$ cat src/rtl/sysctl_pkg.sv
package sysctl_pkg;
  localparam int AW        = 8;
  localparam int DW        = 8;
  localparam int NUM_SRC   = 8;
  localparam int NUM_PINS  = 16;
  localparam int GPIO_LANES = 3;

  localparam logic [AW-1:0] OFF_REV_LO = 8'h08;
  localparam logic [AW-1:0] OFF_REV_HI = 8'h09;
  localparam logic [DW-1:0] REV_LO_VAL = 8'h03;
  localparam logic [DW-1:0] REV_HI_VAL = 8'h00;
  localparam logic [AW-1:0] OFF_STATUS = 8'h50;
  localparam logic [AW-1:0] OFF_MASK   = 8'h52;
  localparam logic [AW-1:0] OFF_DATA0  = 8'h78;
  localparam logic [AW-1:0] OFF_OEN0   = 8'h7C;

  // plain stored bytes: route, clock word, pll words, mode word, config
  localparam int NCFG = 12;
  localparam logic [NCFG*AW-1:0] CFG_ADDRS = {
    8'hFC, 8'hE5, 8'hE4, 8'h9F, 8'h9E, 8'h9D,
    8'h9C, 8'h9B, 8'h9A, 8'h99, 8'h98, 8'h54
  };
endpackage

$ cat src/rtl/sysctl_irq_agg.sv
module sysctl_irq_agg
  import sysctl_pkg::*;
#(
  parameter int NSRC = NUM_SRC
) (
  input  logic            clk_i,
  input  logic            rst_ni,
  input  logic            wr_i,
  input  logic [AW-1:0]   addr_i,
  input  logic [NSRC-1:0] wdata_i,
  input  logic [NSRC-1:0] src_i,
  output logic [NSRC-1:0] status_o,
  output logic [NSRC-1:0] mask_o,
  output logic            irq_o
);
  logic [NSRC-1:0] status_q, mask_q;

  // direct write wins for one edge, live inputs otherwise
  always_ff @(posedge clk_i or negedge rst_ni) begin
    if (!rst_ni) begin
      status_q <= '0;
      mask_q   <= '0;
    end else begin
      status_q <= (wr_i && addr_i == OFF_STATUS) ? wdata_i : src_i;
      if (wr_i && addr_i == OFF_MASK) mask_q <= wdata_i;
    end
  end

  assign status_o = status_q;
  assign mask_o   = mask_q;
  assign irq_o    = |(status_q & mask_q);
endmodule

$ cat src/rtl/sysctl_gpio_out.sv
module sysctl_gpio_out
  import sysctl_pkg::*;
#(
  parameter int LANES = GPIO_LANES,
  parameter int NPINS = NUM_PINS
) (
  input  logic             clk_i,
  input  logic             rst_ni,
  input  logic             wr_i,
  input  logic [AW-1:0]    addr_i,
  input  logic [DW-1:0]    wdata_i,
  output logic [DW-1:0]    rdata_o,
  output logic [NPINS-1:0] lvl_o,
  output logic [NPINS-1:0] evt_o
);
  localparam int W = LANES * DW;

  logic [W-1:0]     data_q, oen_q, data_d, oen_d;
  logic [NPINS-1:0] lvl_q, evt_q, eff_d;
  logic             any_wr;

  always_comb begin
    data_d = data_q;
    oen_d  = oen_q;
    any_wr = 1'b0;
    for (int l = 0; l < LANES; l++) begin
      if (wr_i && addr_i == OFF_DATA0 + AW'(l)) begin
        data_d[l*DW +: DW] = wdata_i;
        any_wr = 1'b1;
      end
      if (wr_i && addr_i == OFF_OEN0 + AW'(l)) begin
        oen_d[l*DW +: DW] = wdata_i;
        any_wr = 1'b1;
      end
    end
  end

  assign eff_d = data_d[NPINS-1:0] & oen_d[NPINS-1:0];

  always_ff @(posedge clk_i or negedge rst_ni) begin
    if (!rst_ni) begin
      data_q <= '0;
      oen_q  <= '0;
      lvl_q  <= '0;
      evt_q  <= '0;
    end else begin
      data_q <= data_d;
      oen_q  <= oen_d;
      if (any_wr) begin
        evt_q <= eff_d ^ lvl_q;
        lvl_q <= eff_d;
      end else begin
        evt_q <= '0;
      end
    end
  end

  always_comb begin
    rdata_o = '0;
    for (int l = 0; l < LANES; l++) begin
      if (addr_i == OFF_DATA0 + AW'(l)) rdata_o = data_q[l*DW +: DW];
      if (addr_i == OFF_OEN0 + AW'(l))  rdata_o = oen_q[l*DW +: DW];
    end
  end

  assign lvl_o = lvl_q;
  assign evt_o = evt_q;
endmodule

$ cat src/rtl/sysctl_cfg_bank.sv
module sysctl_cfg_bank
  import sysctl_pkg::*;
#(
  parameter int                  N     = NCFG,
  parameter logic [N*AW-1:0]     ADDRS = CFG_ADDRS
) (
  input  logic          clk_i,
  input  logic          rst_ni,
  input  logic          wr_i,
  input  logic [AW-1:0] addr_i,
  input  logic [DW-1:0] wdata_i,
  output logic [DW-1:0] rdata_o
);
  logic [DW-1:0] byte_q [N];

  // one register per byte lane; multi-byte words are just adjacent lanes
  for (genvar e = 0; e < N; e++) begin : g_byte
    always_ff @(posedge clk_i or negedge rst_ni) begin
      if (!rst_ni)                                    byte_q[e] <= '0;
      else if (wr_i && addr_i == ADDRS[e*AW +: AW])   byte_q[e] <= wdata_i;
    end
  end

  always_comb begin
    rdata_o = '0;
    for (int e = 0; e < N; e++)
      if (addr_i == ADDRS[e*AW +: AW]) rdata_o = byte_q[e];
  end
endmodule

$ cat src/rtl/sysctl_regfile.sv
module sysctl_regfile
  import sysctl_pkg::*;
(
  input  logic                clk_i,
  input  logic                rst_ni,
  input  logic [AW-1:0]       addr_i,
  input  logic                wr_i,
  input  logic [DW-1:0]       wdata_i,
  output logic [DW-1:0]       rdata_o,
  input  logic [NUM_SRC-1:0]  src_irq_i,
  output logic                irq_o,
  output logic [NUM_PINS-1:0] pin_lvl_o,
  output logic [NUM_PINS-1:0] pin_evt_o
);
  logic [NUM_SRC-1:0] status_w, mask_w;
  logic [DW-1:0]      gpio_rd, cfg_rd;

  sysctl_irq_agg #(.NSRC(NUM_SRC)) u_irq (
    .clk_i, .rst_ni, .wr_i, .addr_i,
    .wdata_i (wdata_i[NUM_SRC-1:0]),
    .src_i   (src_irq_i),
    .status_o(status_w),
    .mask_o  (mask_w),
    .irq_o   (irq_o)
  );

  sysctl_gpio_out #(.LANES(GPIO_LANES), .NPINS(NUM_PINS)) u_gpio (
    .clk_i, .rst_ni, .wr_i, .addr_i, .wdata_i,
    .rdata_o(gpio_rd),
    .lvl_o  (pin_lvl_o),
    .evt_o  (pin_evt_o)
  );

  sysctl_cfg_bank #(.N(NCFG), .ADDRS(CFG_ADDRS)) u_cfg (
    .clk_i, .rst_ni, .wr_i, .addr_i, .wdata_i,
    .rdata_o(cfg_rd)
  );

  // unclaimed offsets fall through to zero
  always_comb begin
    unique case (addr_i)
      OFF_REV_LO: rdata_o = REV_LO_VAL;
      OFF_REV_HI: rdata_o = REV_HI_VAL;
      OFF_STATUS: rdata_o = DW'(status_w);
      OFF_MASK:   rdata_o = DW'(mask_w);
      default:    rdata_o = gpio_rd | cfg_rd;
    endcase
  end
endmodule

$ cat config.mk
export PLATFORM = sky130hd
export DESIGN_NAME = sysctl_regfile
export DESIGN_NICKNAME = d
export VERILOG_FILES = /design/src/rtl/sysctl_pkg.sv /design/src/rtl/sysctl_irq_agg.sv /design/src/rtl/sysctl_gpio_out.sv /design/src/rtl/sysctl_cfg_bank.sv /design/src/rtl/sysctl_regfile.sv
export SDC_FILE = /design/constraint.sdc
export NUM_CORES = 1
export LEC_CHECK = 0
export CORE_MARGIN = 5
export CORE_UTILIZATION = 56
export DETAILED_ROUTE_END_ITERATION = 16
export GPL_ROUTABILITY_DRIVEN = 1
export HOLD_SLACK_MARGIN = 0.1
export PLACE_DENSITY = 0.84
export SKIP_CTS_REPAIR_TIMING = 1
export SLEW_MARGIN = 0
export SYNTH_ARGS = -nofsm -noshare
export SYNTH_HDL_FRONTEND = slang
export SYNTH_SLANG_ARGS = --single-unit
$ cat constraint.sdc
create_clock -name clk_i -period 3.67 [get_ports clk_i]
set_input_delay 0.9175 -clock clk_i [delete_from_list [all_inputs] [get_ports clk_i]]
set_output_delay 0.9175 -clock clk_i [all_outputs]
set_load 0.005 [all_outputs]
# After elaboration in Yosys (flattened, before gate mapping)
# Cells that the tools add are included.
# classes
eq_ne	22
muxes	31
bitwise	4
reduce_logical	21
# op_table
op	n
8-bit two-way mux	23
8-bit == test (second input constant)	11
8-bit by 7-bit == test with 1-bit output (second input constant)	9
8-bit one-hot mux with 4 select lines	1
1-bit logical AND	20
16-bit bitwise AND	1
8-bit by 4-bit == test with 1-bit output (second input constant)	2
16-bit two-way mux	1
16-bit XOR	1
8-bit bitwise AND	1
8-bit OR	1
8-bit OR reduction	1
1-bit two-way mux	6
# word_totals
regBits	192
input_bits	27
output_inout_bits	41
word_cells	98

# Depth between registers and ports, before layout
# Gate-level depths: netlist (run 1).
# logic_depth
ltp_word	15
mapped_depth	9
ltp_nobuf	6

# By module
# Synthesis (run 1) repeated with hierarchy kept, for this count alone.
# hier_totals
cells_unflattened	833
hier_area_um2	9809.4
# by_module_without_submodules
mod	n_inst	cells_each	area_per_inst_um2	seq_area_each_um2
sysctl_cfg_bank	1	372	4753.3	2402.3
sysctl_gpio_out	1	384	4071.4	2001.9
sysctl_irq_agg	1	43	709.4	400.4
sysctl_regfile	1	34	275.3	0.0

# Worst setup path after synthesis (run 1)
# No wires, ideal clock.
# synth_timing
path_type	input-to-output
startpoint	input port addr_i[7]
endpoint	output port rdata_o[1]
arrival_time_ps	2551
required_ps	2753
slack_ps	202
cell_stages	7
n_path_buf	1
cell_sequence	buf_6 or4b_4 or4_4 nand2_4 a2111o_1 a31oi_1 a222oi_1
# synth_via
elab_chain_cells	15
word_cells_on_any_way	42
classes_between	eq/ne: 22; mux: 19; bitwise: 1
# synth_rtl
item	line	rtl
start, declared	sysctl_regfile.sv:6	input logic [AW-1:0] addr_i,
8-bit by 7-bit == test with 1-bit output	sysctl_cfg_bank.sv:27	if (addr_i == ADDRS[e*AW +: AW]) rdata_o = byte_q[e];
8-bit two-way mux (12 in a row)	sysctl_cfg_bank.sv:27	
8-bit OR	sysctl_regfile.sv:46	default: rdata_o = gpio_rd | cfg_rd;
8-bit one-hot mux with 4 select lines *	sysctl_regfile.sv:41	unique case (addr_i)
end, declared	sysctl_regfile.sv:9	output logic [DW-1:0] rdata_o,
# Every way passes the cells marked *; elsewhere a longest branch is shown, timed or not.

# Worst setup path after layout (run 1)
# layout_timing
startpoint	input port addr_i[5]
endpoint	output port rdata_o[1]
# The elaborated chain is that of the path after synthesis.

==> key figures, run 1 <==
Run status
  • Status: complete, but fails checks
  • Failing checks: negative setup slack

Critical path
  • CP Capture Type: output port
  • FF-to-FF setup slack: 2500 ps
  • Cell depth of the worst flop-to-flop path: 4
  • Worst reg2reg startpoint: u_gpio.data_q[14]$_DFF_PN0_
  • Worst Setup Start Kind: input pin
  • Crit Reg-Reg Endpoint: u_gpio.evt_o[14]$_DFF_PN0_
  • Worst path most repeated cell: buf_2
  • CP max-delay cell: a211oi_1
  • CP cell instances: buf_2, nand4_1, buf_4, or2_2, a211oi_1, a2111o_1, a31oi_2, a222oi_1, buf_2
  • Buf+Inv Stages, Crit Path: 3
  • Crit path max-delay family: compound AO/OA/AOI/OAI gates
  • Critical Path RT: 2750 ps
  • WP data arrival: 3040 ps
  • CP peak stage delay: 450 ps
  • Critical Path Fanout Max: 6
  • Crit Path Category: in -> out

Place
  • Placed cell area: 11070 um^2
  • Post-DP HPWL: 18340 um
  • RePlAce Congestion: 0.9635
  • I/O Buffers: 67

Floorplanning
  • Die W: 140.3 um
  • Rows: 47
  • I/O pin count: 68
  • Core area: 16640 um^2
  • Initial core utilization: 57.16%
  • Full die area: 19690 um^2
  • Die height: 140.3 um

Routing
  • Antenna-violating nets left: 0
  • Drt via density: 6.444
  • Routed WL: 27680 um
  • Number of iterations in the first detailed-routing pass: 6
  • Routed len/inst: 23.24 um
  • Initial DRC Count: 999
  • DRC Markers: 0
  • Via count: 7675

GRT
  • Initial antenna violation count: 1
  • Largest net degree at the start of global routing: 91
  • Vias in the first global route: 7435
  • Total Routing Usage GR: 26.68%
  • Global-route wire length before repair: 41080 um
  • Total grt overflow: 0

Timing
  • Slew HR: 52.23%
  • RSZ-0062 raised after global routing: yes
  • Slew Limit Fails: 0
  • PnR worst setup slack: -285.2 ps
  • Fin crit period: 3955 ps
  • Achievable Freq: 252.8 MHz
  • Worst Skew: 12.65 ps
  • Final Hold Fails: 0
  • Slew @ Worst Pin: 716.5 ps
  • Fin crit share: 107.8%
  • Final setup viols: 8

Power and ir drop
  • Peak supply drop: 0.3239 mV
  • Pwr per Cell Area: 392.5 nW/um^2
  • Leakage: 5.623 nW

Logic synthesis
  • Post-synth top area cell: dfrtp_1
  • Gate Count Post-Synth: 810
  • Syn_area_per_cell: 11.74 um^2
  • Syn_nets: 837
  • Netlist cell types: 75
  • Top post-synthesis cells by area: dfrtp_1 51%, mux2_2 20%, o21ai_0 2.7%
  • Ys Warns: 0
  • Synthesized area: 9513 um^2
  • Sequential cell area fraction in the yosys report: 50.51%
  • Async set-or-reset flop fraction in the synthesized netlist: 100.0%
  • EDFF count, synth: 0
  • Yosys top cell area share: 50.51%
  • Main flop type after synthesis: dfrtp_1
  • #FFs+latches synth: 192

Finish
  • Layout cells sized above 1: 41.61%
  • Most common cell after layout, fill and taps aside: dfrtp_1
  • Most frequent cells in the layout: 192 x dfrtp_1, 173 x mux2_2, 116 x buf_4
  • Util after Layout: 72.08%
  • Layout Nets: 985
  • Post-route design area: 12000 um^2
  • # diodes: 0
  • Synth-to-layout area growth: 26.10%

CTS
  • Max clock buf depth: 2
  • CTS tree: done
  • Root buf cell: clkbuf_16
  • Reg clk slew, reported paths: 60 ps
  • TritonCTS Sinks: 192
  • CTS H-Tree Depth: 4
  • Total CTS buffers: 17
  • Worst skew pair latency: 450 ps

Worst hold path
  • Hold Crit Start: u_cfg.byte_q[29]$_DFFE_PN0P_
  • Hold path cells: 1
  • Hold crit path type: reg -> reg
  • Hold EP: u_cfg.byte_q[29]$_DFFE_PN0P_

Job
  • # Max-Cap Violations: 0
flip-flops by register name, summed over array words and instances (netlist names):
register / count
u_gpio.lvl_o: 16
u_gpio.evt_o: 16
u_gpio.data_q: 24
u_irq.status_o: 8
u_gpio.oen_q: 24
u_cfg.byte_q: 96
u_irq.mask_o: 8
worst max path at each step:
stage / slack, ps / depth (start not counted) / to / from
after floorplan: 200 / 7 / rdata_o[1] / addr_i[7]
after global placement: -1010 / 11 / rdata_o[4] / addr_i[2]
after detailed placement: -1040 / 8 / rdata_o[1] / addr_i[3]
after CTS: -1070 / 10 / rdata_o[4] / addr_i[5]
after global routing: -340 / 11 / rdata_o[4] / addr_i[5]
final: -290 / 9 / rdata_o[1] / addr_i[5]
synthesized netlist by cell type (all sizes together), types with 7 or more instances:
library cell / count
a21oi: 16
a221oi: 14
a22oi: 19
a31oi: 7
buf: 30
clkbuf: 30
dfrtp: 192
inv: 9
mux2: 173
mux2i: 16
nand2: 27
nand3: 13
nor2: 65
nor3: 15
o21ai: 58
o22a: 8
o22ai: 15
xnor2: 8
xor2: 8
report_power, final:
part	switching [W]	total, W	internal (W)
Combinational	0.000242	0.000435	0.000193
Sequential	0.0000614	0.00226	0.00220
Clock	0.000837	0.00201	0.00117
Total	0.00114	0.00471	0.00357
metal layers:
metal | up-vias | GRT usage [%] | part of all wire (%)
met5 | - | 0 | 0.047
met4 | 2 | 11.37 | 3.9
met3 | 97 | 6.442 | 9.2
met2 | 474 | 41.56 | 47
met1 | 3804 | 35.90 | 40
li1 | 3298 | - | -
layout make-up:
class	count	area, um^2
sequential	192	4805
inverter	9	33.78
multi-input combinational	549	4632
fill	1058	4647
tap	220	275.3
clock buffer	19	442.9
timing repair buffer	189	1613
clock inverter	13	193.9
per-stage QoR:
step / worst slack (ps) / power, W / hold slack (ps) / TNS [ps] / instances
floorplan: 201.9 / 0.002484 / 470.6 / 0 / 810
global placement: -1007 / 0.002692 / 483.0 / -7482 / 1149
detailed placement: -1037 / 0.002707 / 489.2 / -7526 / 1149
CTS: -1065 / 0.004702 / 509.8 / -7864 / 1181
global route: -344.6 / 0.004859 / 520.2 / -1739 / 1191
finish: -285.2 / 0.004708 / 507.8 / -1339 / 1191
logic make-up (layout without fill, tap and decap cells):
group / count (synthesis) / count (layout) / synth area share [%]
AOI/OAI and AO/OA: 180 / 180 / 12.78
muxes: 189 / 189 / 22.16
and+or+nand+nor: 164 / 164 / 9.812
buffers and inverters: 69 / 230 / 3.262
DFF: 192 / 192 / 50.51
xor gates and xnor gates: 16 / 16 / 1.473
Power figures use the tool's default switching activity.
==> run 2: changes to the inputs <==
==> constraint.sdc (replaced) <==
create_clock -name clk_i -period 4.25 [get_ports clk_i]
set_input_delay 0.85 -clock clk_i [delete_from_list [all_inputs] [get_ports clk_i]]
set_output_delay 0.85 -clock clk_i [all_outputs]
set_load 0.005 [all_outputs]
==> run 2 against run 1 <==
Effect of this change: the flow still finishes with violations (negative setup slack); sequential share of layout area is 1.4 points higher; power is 18% lower; clock power is 22% lower; critical path type unchanged; critical endpoint is now rdata_o[6]; largest power group unchanged.
==> key figures, run 2 (synthesis results as in run 1) <==
Place
  • Post-DP HPWL: 17760 um (was 18340 um)
  • I/O Buffers: 67 (unchanged)
  • RePlAce Congestion: 0.9298 (was 0.9635)

GRT
  • Global-route wire length before repair: 41300 um (was 41080 um)
  • Total Routing Usage GR: 26.79% (was 26.68%)
  • Largest net degree at the start of global routing: 93 (was 91)
  • Vias in the first global route: 7246 (was 7435)
  • Total grt overflow: 0 (unchanged)
  • Initial antenna violation count: 0 (was 1)

Finish
  • Synth-to-layout area growth: 21.90% (was 26.10%)
  • Most common cell after layout, fill and taps aside: dfrtp_1 (unchanged)
  • Most frequent cells in the layout: 192 x dfrtp_1, 173 x mux2_2, 88 x buf_4 (was 192 x dfrtp_1, 173 x mux2_2, 116 x buf_4)
  • # diodes: 0 (unchanged)
  • Layout Nets: 954 (was 985)
  • Top reg by flops: u_cfg.byte_q (unchanged)
  • Number of flip-flops under the largest register name: 96 (unchanged)
  • Layout cells sized above 1: 36.35% (was 41.61%)
  • Fillcell total: 1180 (was 1058)
  • Regs by FF count: u_cfg.byte_q x96, u_gpio.data_q x24, u_gpio.oen_q x24 (unchanged)

Timing
  • Fin crit share: 103.0%
  • Fin Hold WS: 392.5 ps (was 507.8 ps)
  • Achievable Freq: 228.5 MHz
  • PnR worst setup slack: -125.9 ps (was -285.2 ps)
  • Slew Limit Fails: 0 (unchanged)
  • Worst Skew: 5.890 ps (was 12.65 ps)
  • Final setup viols: 2 (was 8)
  • RSZ-0062 raised after global routing: yes (unchanged)
  • Slew HR: 21.18% (was 52.23%)
  • Fin crit period: 4376 ps
  • Final Hold Fails: 0 (unchanged)
  • Slew @ Worst Pin: 1179 ps (was 716.5 ps)

Job
  • # Max-Cap Violations: 0 (unchanged)

Critical path
  • Critical path endpoint: rdata_o[6] (was rdata_o[1])
  • Worst reg2reg startpoint: u_gpio.data_q[15]$_DFF_PN0_ (was u_gpio.data_q[14]$_DFF_PN0_)
  • Critical Path Fanout Max: 8 (was 6)
  • CP Capture Type: output port (unchanged)
  • WP data arrival: 3530 ps (was 3040 ps)
  • CP max-delay cell: clkdlybuf4s50_1 (was a211oi_1)
  • FF-to-FF setup slack: 3070 ps (was 2500 ps)
  • Critical Path RT: 3400 ps (was 2750 ps)
  • Critical Path Stages: 10 (was 9)
  • Crit path max-delay family: buffers and inverters (was compound AO/OA/AOI/OAI gates)
  • CP cell instances: clkdlybuf4s50_1, buf_4, and4bb_2, and3_1, buf_4, o21ai_0, a22oi_1, o211ai_1, a221oi_2, clkdlybuf4s50_1 (was buf_2, nand4_1, buf_4, or2_2, a211oi_1, a2111o_1, a31oi_2, a222oi_1, buf_2)
  • Crit Reg-Reg Endpoint: u_gpio.evt_o[15]$_DFF_PN0_ (was u_gpio.evt_o[14]$_DFF_PN0_)
  • Worst Setup Start Kind: input pin (unchanged)
  • Critical path origin: addr_i[5] (unchanged)
  • CP peak stage delay: 570 ps (was 450 ps)
  • Crit Path Category: in -> out (unchanged)
  • Buf+Inv Stages, Crit Path: 4 (was 3)
  • Cell depth of the worst flop-to-flop path: 4 (unchanged)

Floorplanning
  • Core area: 16640 um^2 (unchanged)
  • Rows: 47 (unchanged)
  • I/O pin count: 68 (unchanged)
  • Die W: 140.3 um (unchanged)
  • Initial core utilization: 57.16% (unchanged)
  • Die height: 140.3 um (unchanged)
  • Full die area: 19690 um^2 (unchanged)

Routing
  • Via count: 7458 (was 7675)
  • Antenna-violating nets left: 0 (unchanged)
  • DRC Markers: 0 (unchanged)
  • Number of iterations in the first detailed-routing pass: 8 (was 6)
  • Routed len/inst: 22.82 um (was 23.24 um)
  • Drt via density: 6.440 (was 6.444)
  • Initial DRC Count: 1031 (was 999)
  • Routed WL: 26430 um (was 27680 um)

Power and ir drop
  • Leakage: 5.494 nW (was 5.623 nW)
  • Pwr per Cell Area: 333.0 nW/um^2 (was 392.5 nW/um^2)
  • Peak supply drop: 0.2873 mV (was 0.3239 mV)
  • Pwr Total: 0.003862 W (was 0.004708 W)

CTS
  • Root buf cell: clkbuf_16 (unchanged)
  • Total CTS buffers: 17 (unchanged)
  • Worst skew pair latency: 440 ps (was 450 ps)
  • TritonCTS Sinks: 192 (unchanged)
  • CTS H-Tree Depth: 4 (unchanged)
  • CTS tree: done (unchanged)
  • Max clock buf depth: 2 (unchanged)
  • Reg clk slew, reported paths: 70 ps (was 60 ps)

Run status
  • Status: complete, but fails checks (unchanged)
  • Failing checks: negative setup slack (unchanged)

Worst hold path
  • Hold crit path type: in -> async (was reg -> reg)
## run 2: cell types whose count changed in the layout (fill, tap and decap cells not counted), sizes merged, moves of 3 or more
cell	delta
buf	-41
dlymetal6s2s	+10
clkbuf	-4
inv	-4
clkdlybuf4s50	+3
clkinvlp	+3
## run 2: worst min path at each step
stage | cells past startpoint | slack, ps | endpoint | from
after detailed placement | 1 | 490 | u_cfg.byte_q[78]$_DFFE_PN0P_ | u_cfg.byte_q[78]$_DFFE_PN0P_
after global placement | 1 | 480 | u_cfg.byte_q[86]$_DFFE_PN0P_ | u_cfg.byte_q[86]$_DFFE_PN0P_
after CTS | 1 | 410 | u_cfg.byte_q[67]$_DFFE_PN0P_ | rst_ni
after floorplan | 1 | 470 | u_cfg.byte_q[81]$_DFFE_PN0P_ | u_cfg.byte_q[81]$_DFFE_PN0P_
final | 1 | 390 | u_cfg.byte_q[64]$_DFFE_PN0P_ | rst_ni
after global routing | 1 | 440 | u_cfg.byte_q[69]$_DFFE_PN0P_ | rst_ni
## run 2: where the power goes
part	internal (W)	switching, W
registers	0.00190	0.0000497
clock network	0.000863	0.000695
logic	0.000150	0.000203
total	0.00291	0.000947
## run 2: per-stage QoR
stage          TNS, ps  worst slack [ps]  utilization (%)  cells  area, um^2
2_1_floorplan        0             916.9                -    810        9513
3_3_place_gp     -1929            -283.6            65.42   1126       10890
3_5_place_dp     -2026            -312.5            65.42   1126       10890
4_1_cts          -2338            -384.0            68.82   1156       11450
5_1_grt         -566.8            -247.9            69.68   1158       11600
6_report        -212.9            -125.9            69.68   1158       11600
## run 2: layer usage
metal	track usage, %	vias to the layer above	routed length [um]
met3	5.965	67	2419
met2	40.52	435	12350
met1	37.76	3716	10930
li1	-	3240	-
met5	0	-	0
met4	10.71	0	731
## run 2: worst reg2reg max path: cells and delay by family, from the launching register on
kind | cells | cell delay, ps
compound gates | 2 | 400
simple gates | 1 | 50
flops | 1 | 390
xor+xnor | 1 | 200
## run 2: cell type report
cell class / instances / area (um^2) / share of cell area (%)
repair buffers: 158 / 1413 / 12.18
clock inverters: 12 / 136.4 / 1.176
multi-input cells: 549 / 4504 / 38.84
well taps: 220 / 275.3 / 2.374
flip-flops and latches: 192 / 4805 / 41.43
inverters: 9 / 33.78 / 0.2913
clock buffers: 18 / 429.2 / 3.701
